### src/rtl/secfw_pkg.sv
package secfw_pkg;
  // width of a megabyte number in a window descriptor
  localparam int MB_W     = 15;
  // address bit where the megabyte number begins
  localparam int MB_SHIFT = 20;
  // descriptor field positions
  localparam int LAST_LSB  = 16;
  localparam int FIRST_LSB = 0;
  // fixed register offsets
  localparam logic [7:0] ENABLE_OFS = 8'hF0;
  localparam logic [7:0] VADDR_OFS  = 8'hF4;

  typedef struct packed {
    logic [MB_W-1:0] last_mb;
    logic [MB_W-1:0] first_mb;
  } window_t;

  function automatic logic [31:0] window_to_word(window_t w);
    logic [31:0] word;
    word = '0;
    word[LAST_LSB +: MB_W]  = w.last_mb;
    word[FIRST_LSB +: MB_W] = w.first_mb;
    return word;
  endfunction

  function automatic window_t word_to_window(logic [31:0] word);
    window_t w;
    w.last_mb  = word[LAST_LSB +: MB_W];
    w.first_mb = word[FIRST_LSB +: MB_W];
    return w;
  endfunction
endpackage

### src/rtl/secfw_regs.sv
module secfw_regs
  import secfw_pkg::*;
#(
  parameter int NWIN   = 16,
  parameter int ADDR_W = 32,
  parameter int RA_W   = 8
) (
  input  logic                 clk,
  input  logic                 rst_n,
  input  logic                 wr_en,
  input  logic                 rd_en,
  input  logic [RA_W-1:0]      addr,
  input  logic [31:0]          wdata,
  output logic [31:0]          rdata,
  input  logic [ADDR_W-1:0]    viol_addr,
  output window_t [NWIN-1:0]   windows,
  output logic [NWIN-1:0]      enables
);
  localparam logic [RA_W-1:0] EN_OFS = RA_W'(ENABLE_OFS);
  localparam logic [RA_W-1:0] VA_OFS = RA_W'(VADDR_OFS);

  logic [NWIN-1:0] win_sel;
  logic [31:0]     rd_mux;

  for (genvar g = 0; g < NWIN; g++) begin : g_win
    assign win_sel[g] = (addr == RA_W'(g * 4));

    always_ff @(posedge clk) begin
      if (!rst_n) begin
        windows[g] <= '0;
      end else if (wr_en && win_sel[g]) begin
        windows[g] <= word_to_window(wdata);
      end
    end
  end

  always_ff @(posedge clk) begin
    if (!rst_n) begin
      enables <= '0;
    end else if (wr_en && addr == EN_OFS) begin
      enables <= wdata[NWIN-1:0];
    end
  end

  always_comb begin
    rd_mux = '0;
    for (int i = 0; i < NWIN; i++) begin
      if (win_sel[i]) rd_mux = window_to_word(windows[i]);
    end
    if (addr == EN_OFS) rd_mux = 32'(enables);
    if (addr == VA_OFS) rd_mux = 32'(viol_addr);
  end

  always_ff @(posedge clk) begin
    if (!rst_n) begin
      rdata <= '0;
    end else if (rd_en) begin
      rdata <= rd_mux;
    end
  end
endmodule

### src/rtl/secfw_match.sv
module secfw_match
  import secfw_pkg::*;
#(
  parameter int NWIN   = 16,
  parameter int ADDR_W = 32
) (
  input  logic [ADDR_W-1:0]  addr,
  input  window_t [NWIN-1:0] windows,
  input  logic [NWIN-1:0]    enables,
  output logic [NWIN-1:0]    hit
);
  localparam int ADDR_MB_W = ADDR_W - MB_SHIFT;

  logic [ADDR_MB_W-1:0] addr_mb;
  logic [MB_W-1:0]      mb;

  assign addr_mb = addr[ADDR_W-1:MB_SHIFT];
  assign mb      = MB_W'(addr_mb);

  for (genvar g = 0; g < NWIN; g++) begin : g_cmp
    logic above_first;
    logic below_last;
    assign above_first = (mb >= windows[g].first_mb);
    assign below_last  = (mb <= windows[g].last_mb);
    assign hit[g]      = enables[g] && above_first && below_last;
  end
endmodule

### src/rtl/secfw_decide.sv
module secfw_decide #(
  parameter int NWIN   = 16,
  parameter int ADDR_W = 32
) (
  input  logic              clk,
  input  logic              rst_n,
  input  logic              acc_valid,
  output logic              acc_ready,
  input  logic [ADDR_W-1:0] acc_addr,
  input  logic              acc_secure,
  input  logic [NWIN-1:0]   hit,
  output logic              dec_valid,
  input  logic              dec_ready,
  output logic              dec_allow,
  output logic              viol_pulse,
  output logic [ADDR_W-1:0] viol_addr
);
  logic take;
  logic refuse;

  assign acc_ready = !dec_valid || dec_ready;
  assign take      = acc_valid && acc_ready;
  assign refuse    = !acc_secure && (|hit);

  always_ff @(posedge clk) begin
    if (!rst_n) begin
      dec_valid  <= 1'b0;
      dec_allow  <= 1'b0;
      viol_pulse <= 1'b0;
      viol_addr  <= '0;
    end else begin
      viol_pulse <= take && refuse;
      if (take) begin
        dec_valid <= 1'b1;
        dec_allow <= !refuse;
        if (refuse) viol_addr <= acc_addr;
      end else if (dec_ready) begin
        dec_valid <= 1'b0;
      end
    end
  end
endmodule

### src/rtl/sec_region_fw.sv
module sec_region_fw
  import secfw_pkg::*;
#(
  parameter int NWIN   = 16,
  parameter int ADDR_W = 32
) (
  input  logic              clk,
  input  logic              rst_n,
  input  logic              reg_wr_en,
  input  logic              reg_rd_en,
  input  logic [7:0]        reg_addr,
  input  logic [31:0]       reg_wdata,
  output logic [31:0]       reg_rdata,
  input  logic              acc_valid,
  output logic              acc_ready,
  input  logic [ADDR_W-1:0] acc_addr,
  input  logic              acc_secure,
  output logic              dec_valid,
  input  logic              dec_ready,
  output logic              dec_allow,
  output logic              viol_pulse
);
  window_t [NWIN-1:0] windows;
  logic [NWIN-1:0]    enables;
  logic [NWIN-1:0]    hit;
  logic [ADDR_W-1:0]  viol_addr;

  secfw_regs #(.NWIN(NWIN), .ADDR_W(ADDR_W), .RA_W(8)) u_regs (
    .clk       (clk),
    .rst_n     (rst_n),
    .wr_en     (reg_wr_en),
    .rd_en     (reg_rd_en),
    .addr      (reg_addr),
    .wdata     (reg_wdata),
    .rdata     (reg_rdata),
    .viol_addr (viol_addr),
    .windows   (windows),
    .enables   (enables)
  );

  secfw_match #(.NWIN(NWIN), .ADDR_W(ADDR_W)) u_match (
    .addr    (acc_addr),
    .windows (windows),
    .enables (enables),
    .hit     (hit)
  );

  secfw_decide #(.NWIN(NWIN), .ADDR_W(ADDR_W)) u_decide (
    .clk        (clk),
    .rst_n      (rst_n),
    .acc_valid  (acc_valid),
    .acc_ready  (acc_ready),
    .acc_addr   (acc_addr),
    .acc_secure (acc_secure),
    .hit        (hit),
    .dec_valid  (dec_valid),
    .dec_ready  (dec_ready),
    .dec_allow  (dec_allow),
    .viol_pulse (viol_pulse),
    .viol_addr  (viol_addr)
  );
endmodule

### config.mk
export PLATFORM = sky130hd
export DESIGN_NAME = sec_region_fw
export DESIGN_NICKNAME = d
export VERILOG_FILES = /design/src/rtl/secfw_pkg.sv /design/src/rtl/secfw_regs.sv /design/src/rtl/secfw_match.sv /design/src/rtl/secfw_decide.sv /design/src/rtl/sec_region_fw.sv
export SDC_FILE = /design/constraint.sdc
export NUM_CORES = 2
export LEC_CHECK = 0
export ABC_CLOCK_PERIOD_IN_PS = 7100
export CAP_MARGIN = 20
export CORE_MARGIN = 5
export CORE_UTILIZATION = 55
export CTS_CLUSTER_DIAMETER = 80
export DETAILED_ROUTE_END_ITERATION = 10
export PLACE_DENSITY = 0.73
export SLEW_MARGIN = 20
export SYNTH_ARGS = -nofsm -noshare
export SYNTH_HDL_FRONTEND = slang
export SYNTH_HIERARCHICAL = 1
export SYNTH_SLANG_ARGS = --single-unit
### constraint.sdc
create_clock -name clk -period 7.1 [get_ports clk]
set_input_delay 1.775 -clock clk [delete_from_list [all_inputs] [get_ports clk]]
set_output_delay 1.775 -clock clk [all_outputs]
set_load 0.02 [all_outputs]
==> impl_metrics.ini <==
[status]
status = complete, but fails checks
failed_checks = design-rule violations

[clock_network]
htree_levels = 3
cts_hold_buf = 0
number_of_buffers_created_by_cts = 66
clock_path_buffers = 3
post-cts-setup-buffer-count = 0
tritoncts_sinks = 563
tritoncts = done
clock_tree.root_cell = clkbuf_16
clkLatencyLatePin_ns = 0.62
clkTransAtPathRegs_ns = 0.06
cts_repair_resized_insts = 0

[timing]
final_max_slew_viol_count = 0
setup_viol = 0
worst_hold_slack_across_all_endpoints_ns = 0.462
tightestPinTransition_ns = 1.19
setup_repair_after_global_routing_missed_its_margin = no
finalHoldViolCount = 0
max_frequency_ghz = 0.180
post-route-period-util_pct = 78.3
period_minus_slack_ns = 5.56
fin_tns_setup_ns = 0
final.setup_skew_ns = 0.0266
worst_slew_margin_rel_pct = 20.7

[route]
avgRoutedWirePerCell_um = 24.8
drtIter0Drc = 5167
detailedRoute.firstPassIterationCount = 11
routed-via-count = 34700
wl_mm = 134
post_drt_via_cell_ratio = 6.40
remaining_drc_errors = 1
ant_nets = 0

[synthesis]
post_synth_edffs = 0
synth_common_cells = 1093 x nand2_1, 564 x a21oi_1, 563 x dfxtp_1
synth_fp_nets = 5020
mappedNetlistArea_um2 = 34800
synth-main-ff-cell = dfxtp_1
synth_warn = 6
post_synthesis_async_set_or_reset_flop_share_pct = 0
post_synth_inst_count = 4557
postSynthAreaPerCell_um2 = 7.63
count_of_different_cell_masters_after_synthesis = 96
ys_ff_latch = 563
synth_top_cell_by_area = dfxtp_1
synth_top_cells_by_area = dfxtp_1 32%, ha_1 14%, nand2_1 12%, a21oi_1 8.1%, inv_1 3.9%
yosys.cell_count.top_type = nand2_1
synth.yosys.seq_area_share_pct = 32.4
post-synth-top-area-fraction_pct = 32.4

[power]
leakagePower_nw = 13.7
netSwitchingFraction_pct = 25.8
powerDensity_nw_per_um2 = 197
net-switching-power_mw = 1.97
pwr-share-comb_pct = 10.2
p_total_mw = 7.65
seq_power_share_pct = 41.5
p_int_mw = 5.68
clockPowerShare_pct = 48.3
vdd_drop_max_v = 0.000139

[finish]
fin_nets = 4980
area_growth_pct = 11.4
drive_above_1_share_pct = 7.01

[critical_path]
worstPathMaxFanout = 33
worst-endpoint-required_ns = 7.65
worst_setup_path_start_kind = input pin
worst-setup-path-type = in2reg
critPathCaptureType = register
worst-endpoint-arrival_ns = 6.11
startpoint = acc_addr[20]
r2r-start = u_regs/enables[6]

[global_routing]
first_global_vias = 32000
global_route.usage.total_pct = 37.7
globalRouteOverflowTotal = 0
grt_max_degree = 147
grt_antenna_before_repair = 6
grt_pass1_wl_mm = 198

[floorplan]
design.die.area_um2 = 68400
initial_utilization_pct = 55.3
ioPinCount = 115
die_y_um = 261
fp.coreArea_um2 = 62900
std_cell_rows = 92
chipWidth_um = 261

[place]
number_of_i_o_port_buffers = 113
place.detailed.hpwl_mm = 91.5
replace_congestion = 0.992

[run]
max-cap-violations = 0

[min_path]
holdCritPathClass = reg2reg
hold_path.startpoint = u_regs/rdata[15]
## worst max-delay path: stages
cell,delay [ns]
clkdlybuf4s50_1,0.42
inv_1,0.69
buf_12,0.23
ha_1,0.23
nand2b_1,0.15
a31oi_1,0.21
o21ai_0,0.23
a31oi_1,0.44
nor3_2,0.09
nor4_1,0.61
and4_4,0.38
o31a_4,0.42
a22o_1,0.20
## area by class of cell
| type | count | area (um2) |
|---|---|---|
| fillers | 5689 | 24100 |
| multi-input cells | 3306 | 20800 |
| flip-flops and latches | 563 | 11300 |
| clock buffers | 101 | 2060 |
| repair buffers | 214 | 1910 |
| inverters | 366 | 1380 |
| well taps | 846 | 1060 |
| clock inverters | 18 | 272 |
| diodes | 6 | 15.0 |
## per-layer routing
metal	track usage (%)	up-vias	share of wire (%)
li1	-	15700	-
met1	49.4	16100	38
met2	56.9	2330	42
met3	7.43	544	12
met4	24.1	6	7.8
met5	0	-	0.017
## registers in the layout, indices dropped and copies added (netlist names)
signal and cells:
u_decide/dec_allow 1, u_decide/dec_valid 1, u_decide/viol_addr 32, u_decide/viol_pulse 1, u_regs/enables 16, u_regs/rdata 32
u_regs/windows 480
## cells in the final DEF, fill, tap and decap left out, types with 15 or more instances in the layout
cell / netlist / final
a211oi_1: 28 / 28
a21boi_0: 93 / 93
a21o_1: 68 / 68
a21oi_1: 564 / 564
a221oi_1: 22 / 22
a22o_1: 34 / 34
a22oi_1: 40 / 40
a31oi_1: 38 / 38
and3_1: 34 / 34
buf_4: 6 / 96
clkbuf_16: 0 / 71
clkbuf_8: 0 / 17
clkdlybuf4s50_1: 0 / 97
dfxtp_1: 563 / 563
ha_1: 384 / 384
inv_1: 363 / 363
mux2_2: 21 / 21
mux2i_1: 90 / 90
nand2_1: 1093 / 1093
nand2b_1: 16 / 16
nand3_1: 99 / 99
nand3b_1: 16 / 16
nand4_1: 25 / 25
nor2_1: 125 / 122
nor3_1: 80 / 80
o21ai_0: 129 / 129
o221ai_1: 18 / 18
o22ai_1: 27 / 27
o2bb2ai_1: 15 / 15
## power by group through the flow
stage	Combinational, mW	Clock (mW)	Sequential [mW]
floorplan	0.427	0	3.25
global placement	0.736	0	3.25
detailed placement	0.751	0	3.25
CTS	0.755	3.70	3.18
global route	0.827	3.83	3.18
finish	0.782	3.69	3.18
## metrics by stage
step | instance area (um2) | utilization (%) | cells | setup WS [ns]
finish | 38700 | 61.6 | 5420 | 1.54
global route | 38700 | 61.6 | 5415 | 1.47
CTS | 38700 | 61.6 | 5414 | 1.76
detailed placement | 36400 | 57.9 | 5295 | 1.13
global placement | 36400 | 57.9 | 5294 | 1.18
floorplan | 34800 | - | 4557 | 2.73
## path summary, 6_finish.rpt
path / end / slack [ns] / depth (start not counted)
min: u_regs/rdata[15] / 0.46 / 2
max reg2reg: u_decide/viol_addr[26] / 3.48 / 8
max: u_decide/viol_addr[11] / 1.54 / 13
min reg2reg: u_regs/rdata[15] / 0.46 / 2
## logic make-up after synthesis
group / count (synthesis) / synth area share (%)
AO/OA/AOI/OAI: 1212 / 21.9
multiplexers: 123 / 4.05
flip-flops: 563 / 32.4
AND/OR/NAND/NOR: 1587 / 19.9
adder cells (fa/ha/maj): 384 / 13.8
buffers and inverters: 688 / 8.00
Note: power is estimated with default switching activity, not from simulation.
